==> config.mk <==
export PLATFORM = sky130hd
export DESIGN_NAME = dual_irq_status_unit
export DESIGN_NICKNAME = d
export VERILOG_FILES = /design/src/rtl/isu_pkg.sv /design/src/rtl/isu_status_group.sv /design/src/rtl/isu_read_mux.sv /design/src/rtl/dual_irq_status_unit.sv
export SDC_FILE = /design/constraint.sdc
export NUM_CORES = 1
export LEC_CHECK = 0
export BUFFER_PORTS_ARGS = -buffer_cell sky130_fd_sc_hd__buf_2
export CAP_MARGIN = 20
export CORE_ASPECT_RATIO = 1.5
export CORE_MARGIN = 4
export CORE_UTILIZATION = 40
export CTS_BUF_LIST = sky130_fd_sc_hd__clkbuf_4 sky130_fd_sc_hd__clkbuf_8
export CTS_CLUSTER_SIZE = 28
export DETAILED_ROUTE_END_ITERATION = 10
export PLACE_DENSITY = 0.89
export SLEW_MARGIN = 5
export SYNTH_ARGS = -nofsm -noshare
export SYNTH_HDL_FRONTEND = slang
export SYNTH_SLANG_ARGS = --single-unit
==> constraint.sdc <==
create_clock -name clk -period 1.5 [get_ports clk]
set_clock_uncertainty 0.15 [all_clocks]
set_input_delay 0.225 -clock clk [delete_from_list [all_inputs] [get_ports clk]]
set_output_delay 0.225 -clock clk [all_outputs]
set_load 0.02 [all_outputs]
==> src/rtl/isu_pkg.sv <==
package isu_pkg;
  localparam int unsigned ADDR_W = 12;
  localparam int unsigned DATA_W = 32;
  localparam int unsigned ENG_W  = 4;
  localparam int unsigned DMA_W  = 9;

  // Implemented bit patterns for each group.
  localparam logic [ENG_W-1:0] ENG_IMPL = 4'hF;
  localparam logic [DMA_W-1:0] DMA_IMPL = 9'h1FD;

  // Register byte addresses.
  localparam logic [ADDR_W-1:0] A_ENG_STAT = 12'h050;
  localparam logic [ADDR_W-1:0] A_ENG_EN   = 12'h054;
  localparam logic [ADDR_W-1:0] A_DMA_STAT = 12'h480;
  localparam logic [ADDR_W-1:0] A_DMA_EN   = 12'h484;
  localparam logic [ADDR_W-1:0] A_DMA_GATE = 12'h488;

  typedef enum logic [2:0] {
    SEL_NONE,
    SEL_ENG_STAT,
    SEL_ENG_EN,
    SEL_DMA_STAT,
    SEL_DMA_EN,
    SEL_DMA_GATE
  } reg_sel_e;

  function automatic reg_sel_e decode_addr(input logic [ADDR_W-1:0] a);
    case (a)
      A_ENG_STAT: decode_addr = SEL_ENG_STAT;
      A_ENG_EN:   decode_addr = SEL_ENG_EN;
      A_DMA_STAT: decode_addr = SEL_DMA_STAT;
      A_DMA_EN:   decode_addr = SEL_DMA_EN;
      A_DMA_GATE: decode_addr = SEL_DMA_GATE;
      default:    decode_addr = SEL_NONE;
    endcase
  endfunction
endpackage

==> src/rtl/isu_status_group.sv <==
module isu_status_group #(
  parameter int unsigned W = 4,
  parameter logic [W-1:0] IMPL = '1
) (
  input  logic         clk,
  input  logic         rst_n,
  input  logic [W-1:0] evt,
  input  logic         clr_we,
  input  logic         en_we,
  input  logic [W-1:0] wdata,
  output logic [W-1:0] status,
  output logic [W-1:0] enable,
  output logic         pending
);
  logic [W-1:0] st_q, st_d;
  logic [W-1:0] en_q, en_d;
  logic [W-1:0] evt_m;
  logic         st_ce;

  assign evt_m = evt & IMPL;
  assign st_ce = clr_we | (|evt_m);

  // Next state: the write-1 clear is applied first, then events are
  // merged on top, so a same-cycle event wins.
  always_comb begin
    st_d = st_q;
    if (clr_we) st_d = st_d & ~wdata;
    st_d = (st_d | evt_m) & IMPL;
    en_d = wdata & IMPL;
  end

  always_ff @(posedge clk or negedge rst_n) begin
    if (!rst_n) begin
      st_q <= '0;
      en_q <= '0;
    end else begin
      if (st_ce) st_q <= st_d;
      if (en_we) en_q <= en_d;
    end
  end

  assign status  = st_q;
  assign enable  = en_q;
  assign pending = |(st_q & en_q);

  // an event always leaves its bit set, whatever the write does.
  p_set_wins_r4: assert property (@(posedge clk) disable iff (!rst_n)
    (evt_m != '0) |=> ((st_q & $past(evt_m)) == $past(evt_m)));

  // cleared bits with no competing event read 0 afterwards.
  p_w1c_r3: assert property (@(posedge clk) disable iff (!rst_n)
    (clr_we && evt_m == '0) |=> ((st_q & $past(wdata)) == '0));

  // without event or clear the status holds.
  p_hold_r2: assert property (@(posedge clk) disable iff (!rst_n)
    (!clr_we && evt_m == '0) |=> $stable(st_q));

  // the enable register changes only on its own write.
  p_en_hold_r5: assert property (@(posedge clk) disable iff (!rst_n)
    !en_we |=> $stable(en_q));

  // unimplemented bits never become set.
  p_impl_only_r8: assert property (@(posedge clk) disable iff (!rst_n)
    ((st_q | en_q) & ~IMPL) == '0);
endmodule

==> src/rtl/isu_read_mux.sv <==
module isu_read_mux
  import isu_pkg::*;
#(
  parameter int unsigned A_W = ADDR_W,
  parameter int unsigned D_W = DATA_W,
  parameter int unsigned EW  = ENG_W,
  parameter int unsigned DW  = DMA_W
) (
  input  logic [A_W-1:0] addr,
  input  logic [EW-1:0]  eng_st,
  input  logic [EW-1:0]  eng_en,
  input  logic [DW-1:0]  dma_st,
  input  logic [DW-1:0]  dma_en,
  input  logic           dma_gate,
  output logic [D_W-1:0] rdata
);
  reg_sel_e sel;

  always_comb begin
    sel = decode_addr(addr);
    case (sel)
      SEL_ENG_STAT: rdata = D_W'(eng_st);
      SEL_ENG_EN:   rdata = D_W'(eng_en);
      SEL_DMA_STAT: rdata = D_W'(dma_st);
      SEL_DMA_EN:   rdata = D_W'(dma_en);
      SEL_DMA_GATE: rdata = D_W'(dma_gate);
      default:      rdata = '0;
    endcase
  end

  // an unmapped address reads as zero.
  always_comb begin
    if (sel == SEL_NONE) begin
      p_unmapped_zero_r9: assert (rdata == '0);
    end
  end
endmodule

==> src/rtl/dual_irq_status_unit.sv <==
module dual_irq_status_unit
  import isu_pkg::*;
#(
  parameter int unsigned A_W = ADDR_W,
  parameter int unsigned D_W = DATA_W,
  parameter int unsigned EW  = ENG_W,
  parameter int unsigned DW  = DMA_W
) (
  input  logic           clk,
  input  logic           rst_n,
  input  logic [A_W-1:0] bus_addr,
  input  logic           bus_wr_en,
  input  logic [D_W-1:0] bus_wdata,
  output logic [D_W-1:0] bus_rdata,
  input  logic [EW-1:0]  eng_evt,
  input  logic [DW-1:0]  dma_evt,
  output logic           irq
);
  // Reset: asserted asynchronously, released on a clock edge.
  logic [1:0] rst_sync_q;
  logic       rst_int_n;

  always_ff @(posedge clk or negedge rst_n) begin
    if (!rst_n) rst_sync_q <= 2'b00;
    else        rst_sync_q <= {rst_sync_q[0], 1'b1};
  end
  assign rst_int_n = rst_sync_q[1];

  // Write decode.
  reg_sel_e wsel;
  logic     eng_clr_we, eng_en_we, dma_clr_we, dma_en_we, gate_we;

  always_comb begin
    wsel       = decode_addr(bus_addr);
    eng_clr_we = bus_wr_en && (wsel == SEL_ENG_STAT);
    eng_en_we  = bus_wr_en && (wsel == SEL_ENG_EN);
    dma_clr_we = bus_wr_en && (wsel == SEL_DMA_STAT);
    dma_en_we  = bus_wr_en && (wsel == SEL_DMA_EN);
    gate_we    = bus_wr_en && (wsel == SEL_DMA_GATE);
  end

  logic [EW-1:0] eng_st, eng_en;
  logic [DW-1:0] dma_st, dma_en;
  logic          eng_pend, dma_pend;

  isu_status_group #(.W(EW), .IMPL(ENG_IMPL)) u_eng (
    .clk     (clk),
    .rst_n   (rst_int_n),
    .evt     (eng_evt),
    .clr_we  (eng_clr_we),
    .en_we   (eng_en_we),
    .wdata   (bus_wdata[EW-1:0]),
    .status  (eng_st),
    .enable  (eng_en),
    .pending (eng_pend)
  );

  isu_status_group #(.W(DW), .IMPL(DMA_IMPL)) u_dma (
    .clk     (clk),
    .rst_n   (rst_int_n),
    .evt     (dma_evt),
    .clr_we  (dma_clr_we),
    .en_we   (dma_en_we),
    .wdata   (bus_wdata[DW-1:0]),
    .status  (dma_st),
    .enable  (dma_en),
    .pending (dma_pend)
  );

  // DMA gate register.
  logic gate_q, gate_d;
  assign gate_d = bus_wdata[0];

  always_ff @(posedge clk or negedge rst_int_n) begin
    if (!rst_int_n)   gate_q <= 1'b0;
    else if (gate_we) gate_q <= gate_d;
  end

  // Interrupt output register.
  logic irq_q, irq_d;
  assign irq_d = eng_pend | (dma_pend & gate_q);

  always_ff @(posedge clk or negedge rst_int_n) begin
    if (!rst_int_n) irq_q <= 1'b0;
    else            irq_q <= irq_d;
  end
  assign irq = irq_q;

  isu_read_mux #(.A_W(A_W), .D_W(D_W), .EW(EW), .DW(DW)) u_rd (
    .addr     (bus_addr),
    .eng_st   (eng_st),
    .eng_en   (eng_en),
    .dma_st   (dma_st),
    .dma_en   (dma_en),
    .dma_gate (gate_q),
    .rdata    (bus_rdata)
  );

  // an enabled engine source raises irq on the next edge.
  p_irq_rise_r7: assert property (@(posedge clk) disable iff (!rst_int_n)
    eng_pend |=> irq);

  // with nothing pending in either group, irq drops on the next edge.
  p_irq_fall_r7: assert property (@(posedge clk) disable iff (!rst_int_n)
    (!eng_pend && !dma_pend) |=> !irq);

  // a closed gate blocks the DMA group.
  p_gate_block_r6: assert property (@(posedge clk) disable iff (!rst_int_n)
    (!gate_q && !eng_pend) |=> !irq);

  // an open gate passes a pending DMA source.
  p_gate_pass_r6: assert property (@(posedge clk) disable iff (!rst_int_n)
    (gate_q && dma_pend) |=> irq);

  // while reset is held, the output stays low.
  p_reset_quiet_r1: assert property (@(posedge clk)
    !rst_n |-> !irq);
endmodule

* Word-level counts from Yosys, hierarchy flattened
Index checks and enable logic that the tools add are counted.
** Storage, ports and cells
- Logic and storage cells :: 42
- Memories :: 0
- Latch bits :: 0
- ROM bits :: 0
- Register bits after elaboration :: 28
- Input port bits :: 60
- Bits in writable memories :: 0
** Operators by class
- Eq/ne operators :: 10
- Reductions and logical operators :: 9
- Bitwise gates (word level) :: 12
- Shift-type cells :: 0
- Divide/modulo/power cells :: 0
- Muxes and demuxes :: 4
- $lt $le $gt $ge :: 0
- Add/sub/neg operators :: 0
- $mul :: 0
** Operators with widths (number)
- 9-bit one-hot mux with 5 select lines :: 1
- 12-bit by 11-bit == test with 1-bit output, second input constant :: 3
- 12-bit by 7-bit == test with 1-bit output, second input constant :: 2
- 9-bit bitwise AND :: 2
- 3-bit one-hot mux with 5 select lines :: 1
- 9-bit 2-to-1 mux :: 1
- 9-bit NOT :: 1
- 9-bit bitwise OR :: 1
- 9-bit OR reduction :: 1
- 4-bit bitwise AND :: 2
- 4-bit OR reduction :: 2
- 8-bit OR reduction :: 1
- 3-bit by 2-bit == test with 1-bit output, second input constant :: 2
- 3-bit == test, second input constant :: 2
- 1-bit logical AND :: 5
- 4-bit 2-to-1 mux :: 1
- 4-bit NOT :: 1
- 4-bit bitwise OR :: 1
- 3-bit by 1-bit == test with 1-bit output, second input constant :: 1
- 1-bit bitwise OR :: 3
- 1-bit bitwise AND :: 1

* Logic depth before layout (Yosys ltp)
Gate-level depths: netlist of the first run.
- Depth in word-level cells :: 6
- Depth in mapped cells :: 6

* By module
A second synthesis of the first run with hierarchy kept.
** Unflattened totals
- Cells, all modules :: 155
- Area, all modules :: 1669.1 um^2
** By module, submodules not included
- isu_status_group (u_dma) :: cells each 50, sequential area each 400.4 um^2, instances 1, area each 681.9 um^2
- isu_read_mux :: cells each 61, sequential area each 0.0 um^2, instances 1, area each 451.7 um^2
- isu_status_group (u_eng) :: cells each 23, sequential area each 200.2 um^2, instances 1, area each 309.0 um^2
- dual_irq_status_unit :: cells each 21, sequential area each 100.1 um^2, instances 1, area each 226.5 um^2

* Worst setup path before layout of the first run
Ideal clock, no wire load.
- Kind :: input port to output port
- Start :: in bus_addr[4]
- End :: out bus_rdata[0]
- Arrival time :: 1.439 ns
- Stages :: 5
- Setup slack :: -0.314 ns
- Data required time :: 1.125 ns
- Buffers on the path :: 1
- Cell sequence :: nor4bb_1 -> clkbuf_1 -> a22o_1 -> a22oi_1 -> o21ai_0
** Between the ends
- Cells in the longest elaborated chain, start to end :: 4
** RTL lines
- start, declared :: line dual_irq_status_unit.sv:11 : input logic [A_W-1:0] bus_addr,
- 12-bit by 11-bit == test with 1-bit output or 12-bit by 7-bit == test with 1-bit output (tied branches) :: line isu_pkg.sv:28 : case (a)
- 3-bit one-hot mux with 5 select lines (*) :: line isu_pkg.sv:28
- 3-bit == test, or another cell as far along :: line isu_read_mux.sv:21 : case (sel)
- 9-bit one-hot mux with 5 select lines (*) :: line isu_read_mux.sv:21
- end, declared :: line dual_irq_status_unit.sv:14 : output logic [D_W-1:0] bus_rdata,
Every way passes the cells marked *; elsewhere a longest branch is shown, timed or not.

* Worst setup path in the final report of the first run
- Start :: in bus_addr[6]
- End :: out bus_rdata[0]
The elaborated chain is that of the path after synthesis.

==> out/qor.csv, run 1 <==
metric,value,unit
WL met2,2220,um
Routed Antenna Nets,0,
"slowest stage cell, crit path",nor4bb_4,
pin count of the biggest net entering global routing,27,
status,"finished, violations left",
critical-path cell list,buf_8 -> nor4bb_4 -> buf_4 -> a22o_1 -> a22oi_2 -> o21ai_2 -> buf_6,
"Distinct cells, synth",26,
Peak VDD IR,0.603,mV
starting density of the core,41.8,%
Hold Slack,0.0487,ns
hold crit path type,input port to register,
die area,4960,um^2
Syn-to-layout area delta,46.0,%
Clock Path Buffers,2,
vias in the first global route,1386,
Final setup viols,25,
Nets,275,
period utilization,121,%
WP data arrival,1.43,ns
Syn Area/Cell,11.2,um^2
startpoint types,input port,
H-Tree Depth,1,
Post-synth EDFFs,0,
register area,701,um^2
num rows,27,
RSZ-0062 raised after global routing,true,
failing checks,negative setup slack,
WP buf/inv,3,
CTS tree,built,
starting DRC count in detailed routing,18,
pwr/cell area,638,nW/um^2
Crit path max-delay family,buffers and inverters,
Clock Pin Slew Worst Setup and Hold Paths,0.08,ns
Fillers,296,
Placement Setup Slack,-0.470,ns
share of cells above drive strength 1,51.4,%
Cells after Synth,138,
leak pwr,1.05,nW
Synth Register Bits,28,
Top Ports,93,
M1 wire length,1390,um
final hold vios,0,
worst-path fanout max,5,
first-pass GRT wire length,6200,um
DIE HEIGHT,84.3,um
Clock Root Buffer,clkbuf_8,
ys async rst share,100,%
critical path type,input port to output port,
routed vias/inst,5.11,
clock sinks,28,
Clock Latency Late Sink,0.28,ns
fmax,553,MHz
Die X-Extent,58.9,um
total track usage,16.0,%
CP Capture Type,output port,
max incr delay on CP,0.36,ns
Placeable Area,3720,um^2
drt pass-1 iters,4,
total congestion overflow,0,
final setup margin,-0.308,ns
Final Max Slew Viols,0,
max-capacitance violation count,0,
gp weighted congestion,0.842,
top layer in use,met4,
final wirelength,3980,um
I/O Buffers,45,
most common flop cell mapped by yosys,dfrtp_1,
DRC,0,
cts bufs inserted,3,
post-layout min period,1.81,ns
post-DR wirelength/cell,15.5,um
hpwl dp,2840,um
yosys warns,0,
sequential area share after synthesis,45.2,%
routed wl met3,255,um
initial antenna violation count,0,
cell area after synthesis,1550,um^2
Worst Path Required,1.12,ns
n_diodes,0,
area of the multi-input gates,870,um^2
DR vias,1314,
cells by family (layout without fill, tap and decap cells):
| family | count (synthesis) | count (layout) | share of synthesized area, % |
|---|---|---|---|
| AO/OA/AOI/OAI | 34 | 34 | 16.9 |
| AND/OR/NAND/NOR | 34 | 34 | 15.9 |
| flip-flops | 28 | 28 | 45.2 |
| buffers and inverters | 27 | 81 | 12.2 |
| multiplexers | 13 | 13 | 9.44 |
| other | 2 | 24 | 0.484 |
layout make-up:
cell class	instances	area share, %
multi-input cells	105	38.4
flip-flops and latches	28	30.9
repair buffers	77	25.9
clock buffers	4	2.43
well taps	43	2.38
timing repair:
item,CTS,global route
pin swaps,15,14
hold buffers,13,0
endpoints found under the setup margin,26,25
endpoints found under the hold margin,14,0
setup buffers,8,2
gates resized for setup,33,4
Yosys cell counts, types with 2 or more instances:
library cell / count / area, um^2
a21o_1: 12 / 90.1
a22oi_1: 11 / 82.6
a22o_1: 8 / 70.1
nor4_4: 2 / 42.5
conb_1: 2 / 7.51
and2_1: 2 / 12.5
dfrtp_1: 28 / 701
and4_1: 2 / 17.5
clkbuf_1: 3 / 11.3
and3_1: 2 / 12.5
nand2_1: 14 / 52.6
o21ai_0: 2 / 10.0
nor2_1: 2 / 7.51
nand3_1: 2 / 10.0
mux2_2: 13 / 146
buf_4: 23 / 173
path summary, 6_finish.rpt:
path | slack [ns] | cells after the start | end | from
max | -0.31 | 7 | bus_rdata[0] | bus_addr[6]
min | 0.05 | 2 | u_eng.enable[1] | bus_wdata[1]
max reg2reg | 0.31 | 4 | irq | u_dma.status[7]
min reg2reg | 0.08 | 1 | u_eng.status[3] | rst_sync_q[1]
max in group asynchronous | 0.87 | 1 | u_eng.enable[0] | rst_sync_q[1]
min in group asynchronous | 0.08 | 1 | u_eng.status[3] | rst_sync_q[1]
placed cells by master (no fill, tap or decap), types with 7 or more instances in the layout:
cell,n
a22oi_1,7
buf_6,10
dfrtp_1,28
a21o_1,12
buf_4,15
conb_1,24
mux2_2,13
dlygate4sd3_1,13
buf_2,36
nand2_2,8
stage by stage:
step / power [W] / utilization (%) / cells / cell area, um^2 / setup TNS (ns)
floorplan: 0.000905 / - / 160 / 1710 / -0.202
global placement: 0.000937 / 50.7 / 231 / 1880 / -10.83
detailed placement: 0.000941 / 50.7 / 231 / 1880 / -11.91
CTS: 0.00145 / 60.7 / 256 / 2260 / -3.94
global route: 0.00150 / 60.9 / 257 / 2260 / -6.94
finish: 0.00144 / 60.9 / 257 / 2260 / -4.99
report_power, final:
part           total, W  internal [W]  switching (W)
sequential     0.000761      0.000759     0.00000218
clock          0.000457      0.000235       0.000222
combinational  0.000227     0.0000997       0.000127
worst register-to-register path: cells and delay by family, from the launching register on:
family | cells | cell delay [ns]
DFF | 1 | 0.43
and+or+nand+nor | 3 | 0.28
AOI/OAI and AO/OA | 1 | 0.21
metal layers:
metal  track usage [%]  vias up
li1                  -      612
met1              16.6      646
met2              29.4       47
met3              1.85        9
met4              9.28        0
met5                 0        -
flip-flops by register name, indices dropped and copies added (netlist names):
name,cells
gate_q,1
irq,1
rst_sync_q,2
u_dma.enable,8
u_dma.status,8
u_eng.enable,4
u_eng.status,4
Power figures use the tool's default switching activity.
==> inputs of run 2 (changes only) <==
Settings changed: CORE_UTILIZATION 40 to 45, PLACE_DENSITY 0.89 to 0.94.
Clock period 1.5 ns to 1.8 ns, I/O delays scaled along.
==> run 2 against run 1 <==
Net effect: the flow still finishes with violations (negative setup slack); sequential share of layout area up 2.7 points; wire length down 7.7%; power down 12%; sequential power down 17%; final cell count down 6.6%; first-iteration DRC count down 17%; combinational power down 30%; clock power up 6.3%; hold slack worse by 0.033 ns; sequential cell count unchanged; critical path type unchanged; largest cell class unchanged; largest power group unchanged; highest routed layer unchanged.
==> out/qor.csv, run 2 (same netlist as run 1, synthesis figures left out) <==
metric,value,unit,change
max-capacitance violation count,0,,unchanged
clock sinks,28,,unchanged
P_sw,0.000289,W,-18%
Clock Latency Late Sink,0.27,ns,about the same
post-DR wirelength/cell,15.3,um,-1.2%
final hold vios,0,,unchanged
fmax,534,MHz,
Syn-to-layout area delta,34.1,%,
Clock Root Buffer,clkbuf_8,,
hpwl dp,2830,um,-0.14%
pin count of the biggest net entering global routing,27,,unchanged
Final Max Slew Viols,0,,unchanged
leak pwr,0.990,nW,-5.7%
share of cells above drive strength 1,46.5,%,-4.9 points
cts bufs inserted,3,,unchanged
fin util,64.6,%,+3.6 points
worst-path fanout max,5,,unchanged
Final setup viols,7,,-72%
routed vias/inst,5.31,,+3.9%
DR vias,1275,,-3.0%
CTS tree,built,,
Nets,261,,-5.1%
"commonest cells after routing, fill and taps aside","buf_2, dfrtp_1, conb_1",,
num rows,25,,-7.4%
final setup margin,-0.0722,ns,+0.236 ns
Crit. Startpoint,bus_addr[3],,
Max-Slew Margin vs Limit,67.6,%,
critical path type,input port to output port,,
n_diodes,0,,unchanged
placed instance area,1810,um^2,-4.1%
Worst Path Required,1.38,ns,+0.26 ns
Routed Antenna Nets,0,,unchanged
DIE HEIGHT,79.9,um,-5.2%
Power Internal,0.000988,W,-9.6%
final wirelength,3670,um,-7.7%
first-pass GRT wire length,5980,um,-3.6%
period utilization,104,%,
share of power burned in registers,49.6,%,-3.1 points
Clock Pin Slew Worst Setup and Hold Paths,0.09,ns,about the same
Clk pwr share,38.0,%,+6.4 points
gp weighted congestion,0.796,,-5.5%
Clock Path Buffers,2,,unchanged
failing checks,negative setup slack,,
R2R setup slack,0.55,ns,+0.24 ns
Comb pwr share,12.3,%,-3.4 points
H-Tree Depth,1,,unchanged
Fillers,264,,-11%
Top Ports,93,,unchanged
starting density of the core,48.2,%,+6.4 points
hold crit path type,input port to register,,
starting DRC count in detailed routing,15,,-3
post-layout min period,1.87,ns,
die area,4470,um^2,-9.9%
RSZ-0062 raised after global routing,true,,
"commonest non-fill, non-tap cell in the layout",buf_2,,
drt pass-1 iters,4,,unchanged
I/O Buffers,45,,unchanged
Switching Share,22.7,%,-1.6 points
Peak VDD IR,0.557,mV,-7.7%
fin area,2080,um^2,-8.1%
DRC,0,,unchanged
total track usage,16.7,%,+0.70 points
Placement Setup Slack,-0.134,ns,+0.336 ns
Worst-Margin Slew,0.480,ns,
WP data arrival,1.45,ns,+0.02 ns
pwr/cell area,614,nW/um^2,-3.7%
Die X-Extent,55.9,um,-4.9%
startpoint types,input port,,
Hold Slack,0.0155,ns,-0.0332 ns
hold path start,dma_evt[2],,
CP Capture Type,output port,,
status,"finished, violations left",,
initial antenna violation count,0,,unchanged
Placeable Area,3220,um^2,-13%
vias in the first global route,1308,,-5.6%
worst r2r src,u_dma.status[5],,
total congestion overflow,0,,unchanged
[run 2: changes by cell type in the layout (fill, tap and decap cells not counted), moves of 3 or more]
cell / change
a22o_4: -5
a22o_1: +5
nand2_1: +7
buf_2: -4
nand2_2: -8
a22oi_2: -3
buf_6: +5
dlygate4sd3_1: -12
a22oi_1: +3
[run 2: area by class of cell]
class	instances	area, um^2	share of cell area, %
Tap cell	40	50.0	2.41
Clock inverter	1	30.0	1.44
Timing Repair Buffer	63	452	21.7
Sequential cell	28	701	33.7
Multi-Input combinational cell	105	807	38.8
Clock buffer	3	41.3	1.98
[run 2: power groups by stage]
stage                     clock network [W]  logic (W)  registers (W)
after floorplan                           0  0.0000988       0.000655
after global placement                    0   0.000133       0.000646
after detailed placement                  0   0.000137       0.000647
after CTS                          0.000500   0.000151       0.000634
after global routing               0.000515   0.000171       0.000635
final                              0.000486   0.000158       0.000634
[run 2: through the flow]
step / instances / setup TNS (ns) / power, W
after global placement: 229 / -1.41 / 0.000779
final: 240 / -0.254 / 0.00128
after floorplan: 160 / 0 / 0.000754
after CTS: 237 / -0.153 / 0.00129
after detailed placement: 229 / -2.05 / 0.000784
after global routing: 240 / -0.728 / 0.00132
[run 2: final timing paths]
path	to	depth (start not counted)
min in group asynchronous	u_eng.status[1]	1
max reg2reg	irq	4
min reg2reg	u_eng.status[1]	1
min	u_dma.status[2]	2
max in group asynchronous	u_eng.status[0]	1
max	bus_rdata[0]	7
[run 2: timing repair]
| action | in CTS | in global routing |
|---|---|---|
| setup endpoints to repair | 8 | 9 |
| hold buffers | 1 | 0 |
| resized for setup | 29 | 6 |
| setup buffers | 3 | 3 |
| hold endpoints to repair | 2 | 0 |
| pin swaps | 12 | 5 |
[run 2: metal layers]
metal / GRT usage [%] / share of wire, % / up-vias
met5: 0 / 0 / -
met4: 7.60 / 2.4 / 0
met3: 2.75 / 6.6 / 10
met2: 31.0 / 54 / 60
met1: 18.3 / 37 / 619
li1: - / - / 586
[run 2: worst max-delay path, stage by stage]
cell	delay [ns]
buf_2	0.14
nor4b_4	0.30
buf_4	0.20
and2_1	0.17
a22oi_1	0.08
o21ai_1	0.14
buf_4	0.15
==> inputs of run 3 (changes only) <==
Settings changed: CORE_UTILIZATION 45 to 43, CTS_BUF_LIST sky130_fd_sc_hd__clkbuf_4 sky130_fd_sc_hd__clkbuf_8 to not set, PLACE_DENSITY 0.94 to 0.91.
==> run 3 against run 2 <==
Net effect: the run still ends with negative setup slack left; hold slack worse by 0.00086 ns; cell area shrank 2.9%; via count shrank 3.8%; critical path depth unchanged; combinational power about the same; count of clock-buffer cells in the layout up 1; wire length shrank 2.7%; final cell count is 0.83% lower; clock power shrank 22%.
==> out/qor.csv, run 3 (same netlist as run 1, synthesis figures left out) <==
metric,value,unit,change
max incr delay on CP,0.26,ns,-0.04 ns
"commonest non-fill, non-tap cell in the layout",buf_2,,
fmax,552,MHz,+3.3%
post-DR wirelength/cell,15.0,um,-1.8%
cell repeated most along the worst path,buf_6,,
starting density of the core,45.0,%,-3.2 points
gp weighted congestion,0.788,,-1.0%
total congestion overflow,0,,unchanged
final hold vios,0,,unchanged
share of power burned in registers,54.1,%,+4.5 points
max-capacitance violation count,0,,unchanged
Worst Path Required,1.38,ns,about the same
routed wl met3,218,um,-9.5%
CP Capture Type,output port,,
critical path type,input port to output port,,
drt pass-1 iters,4,,unchanged
DRC,0,,unchanged
CTS tree,built,,
Nets,257,,-1.5%
hpwl dp,2690,um,-5.0%
period utilization,101,%,-3.3 points
Pwr Total,0.00117,W,-8.3%
pin count of the biggest net entering global routing,27,,unchanged
P_sw,0.000284,W,-1.8%
H-Tree Depth,1,,unchanged
cts bufs inserted,3,,unchanged
routed vias/inst,5.16,,-3.0%
Fillers,295,,+12%
top layer in use,met4,,
clock sinks,28,,unchanged
pwr/cell area,580,nW/um^2,-5.6%
share of cells above drive strength 1,44.4,%,-2.1 points
post-layout min period,1.81,ns,-0.0592 ns
first-pass GRT wire length,5560,um,-6.9%
Placeable Area,3450,um^2,+7.0%
RSZ-0062 raised after global routing,true,,
status,"finished, violations left",,
DIE HEIGHT,81.6,um,+2.1%
M1 wire length,1370,um,+1.0%
Clk pwr share,32.5,%,-5.5 points
startpoint types,input port,,
initial antenna violation count,0,,unchanged
starting DRC count in detailed routing,17,,+2
Peak VDD IR,0.560,mV,+0.62%
Final TNS setup,-0.0239,ns,+0.230 ns
Crit path max-delay family,buffers and inverters,,
Clock Path Buffers,2,,unchanged
Top Ports,93,,unchanged
vias in the first global route,1224,,-6.4%
leak pwr,0.938,nW,-5.2%
failing checks,negative setup slack,,
"commonest cells after routing, fill and taps aside","buf_2, dfrtp_1, conb_1",,
Clock Latency Late Sink,0.27,ns,about the same
Die X-Extent,57.0,um,+2.0%
Routed Antenna Nets,0,,unchanged
Placement Setup Slack,-0.0991,ns,+0.0346 ns
Syn-to-layout area delta,30.2,%,
placed instance area,1790,um^2,-0.69%
WL met2,1890,um,-5.1%
Power Internal,0.000887,W,-10%
n_diodes,0,,unchanged
hold crit path type,input port to register,,
Comb pwr share,13.4,%,+1.1 points
WP data arrival,1.39,ns,-0.06 ns
fin area,2020,um^2,-2.9%
I/O Buffers,45,,unchanged
num rows,26,,+4.0%
Final Max Slew Viols,0,,unchanged
critical-path cell list,buf_6 -> nor4bb_4 -> buf_4 -> and3_4 -> buf_6 -> a22o_1 -> buf_6,,
Clock Root Buffer,clkbuf_8,,
Final setup viols,3,,-4
Clock Pin Slew Worst Setup and Hold Paths,0.09,ns,about the same
R2R setup slack,0.61,ns,+0.06 ns
worst-path fanout max,5,,unchanged
final wirelength,3580,um,-2.7%
"slowest stage cell, crit path",nor4bb_4,,
DR vias,1227,,-3.8%
WP buf/inv,4,,+1
final setup margin,-0.0130,ns,+0.0592 ns
total track usage,15.4,%,-1.3 points
die area,4650,um^2,+4.1%
Switching Share,24.3,%,+1.6 points
run 3: cell count changes in the layout (fill, tap and decap cells not counted), sizes merged:
| cell | previous run | this run |
|---|---|---|
| buf | 62 | 58 |
| clkbuf | 3 | 4 |
| bufinv | 1 | 0 |
run 3: through the flow:
step | hold slack, ns | utilization (%) | cells
after floorplan | -0.176 | - | 160
after global placement | -0.0951 | 52.0 | 229
after detailed placement | -0.0939 | 52.0 | 229
after CTS | 0.00951 | 57.4 | 237
after global routing | 0.00964 | 58.6 | 238
final | 0.0146 | 58.6 | 238
run 3: power by group through the flow:
stage	Combinational [W]	Clock [W]	Sequential (W)
detailed placement	0.000136	0	0.000646
CTS	0.000152	0.000393	0.000634
global placement	0.000134	0	0.000646
finish	0.000157	0.000381	0.000634
floorplan	0.0000988	0	0.000655
global route	0.000169	0.000415	0.000635
run 3: routing by layer:
| metal | up-vias | global-route usage, % |
|---|---|---|
| li1 | 579 | - |
| met1 | 589 | 17.7 |
| met2 | 50 | 27.3 |
| met3 | 9 | 2.20 |
| met4 | 0 | 8.35 |
| met5 | - | 0 |
run 3: worst paths after layout:
kind,start,end,cells past startpoint
max in group asynchronous,rst_sync_q[1],u_dma.status[5],1
setup reg to reg,u_dma.status[7],irq,4
min in group asynchronous,rst_sync_q[1],u_eng.status[0],1
setup / recovery,bus_addr[6],bus_rdata[6],7
hold / removal,dma_evt[4],u_dma.status[4],2
hold reg to reg,rst_sync_q[1],u_eng.status[0],1
run 3: cell type report:
type	count	area [um^2]	share of cell area, %
multi-input combinational	105	788	39.0
sequential	28	701	34.7
timing repair buffer	59	424	21.0
clock buffer	4	55.1	2.72
tap	42	52.6	2.60
run 3: timing repair:
item	4_1_cts	5_1_grt
hold buffers	1	0
gates cloned	0	0
setup buffers	3	1
pin swaps	9	9
endpoints found under the setup margin	8	9
resized for setup	22	11
hold endpoints to repair	2	0
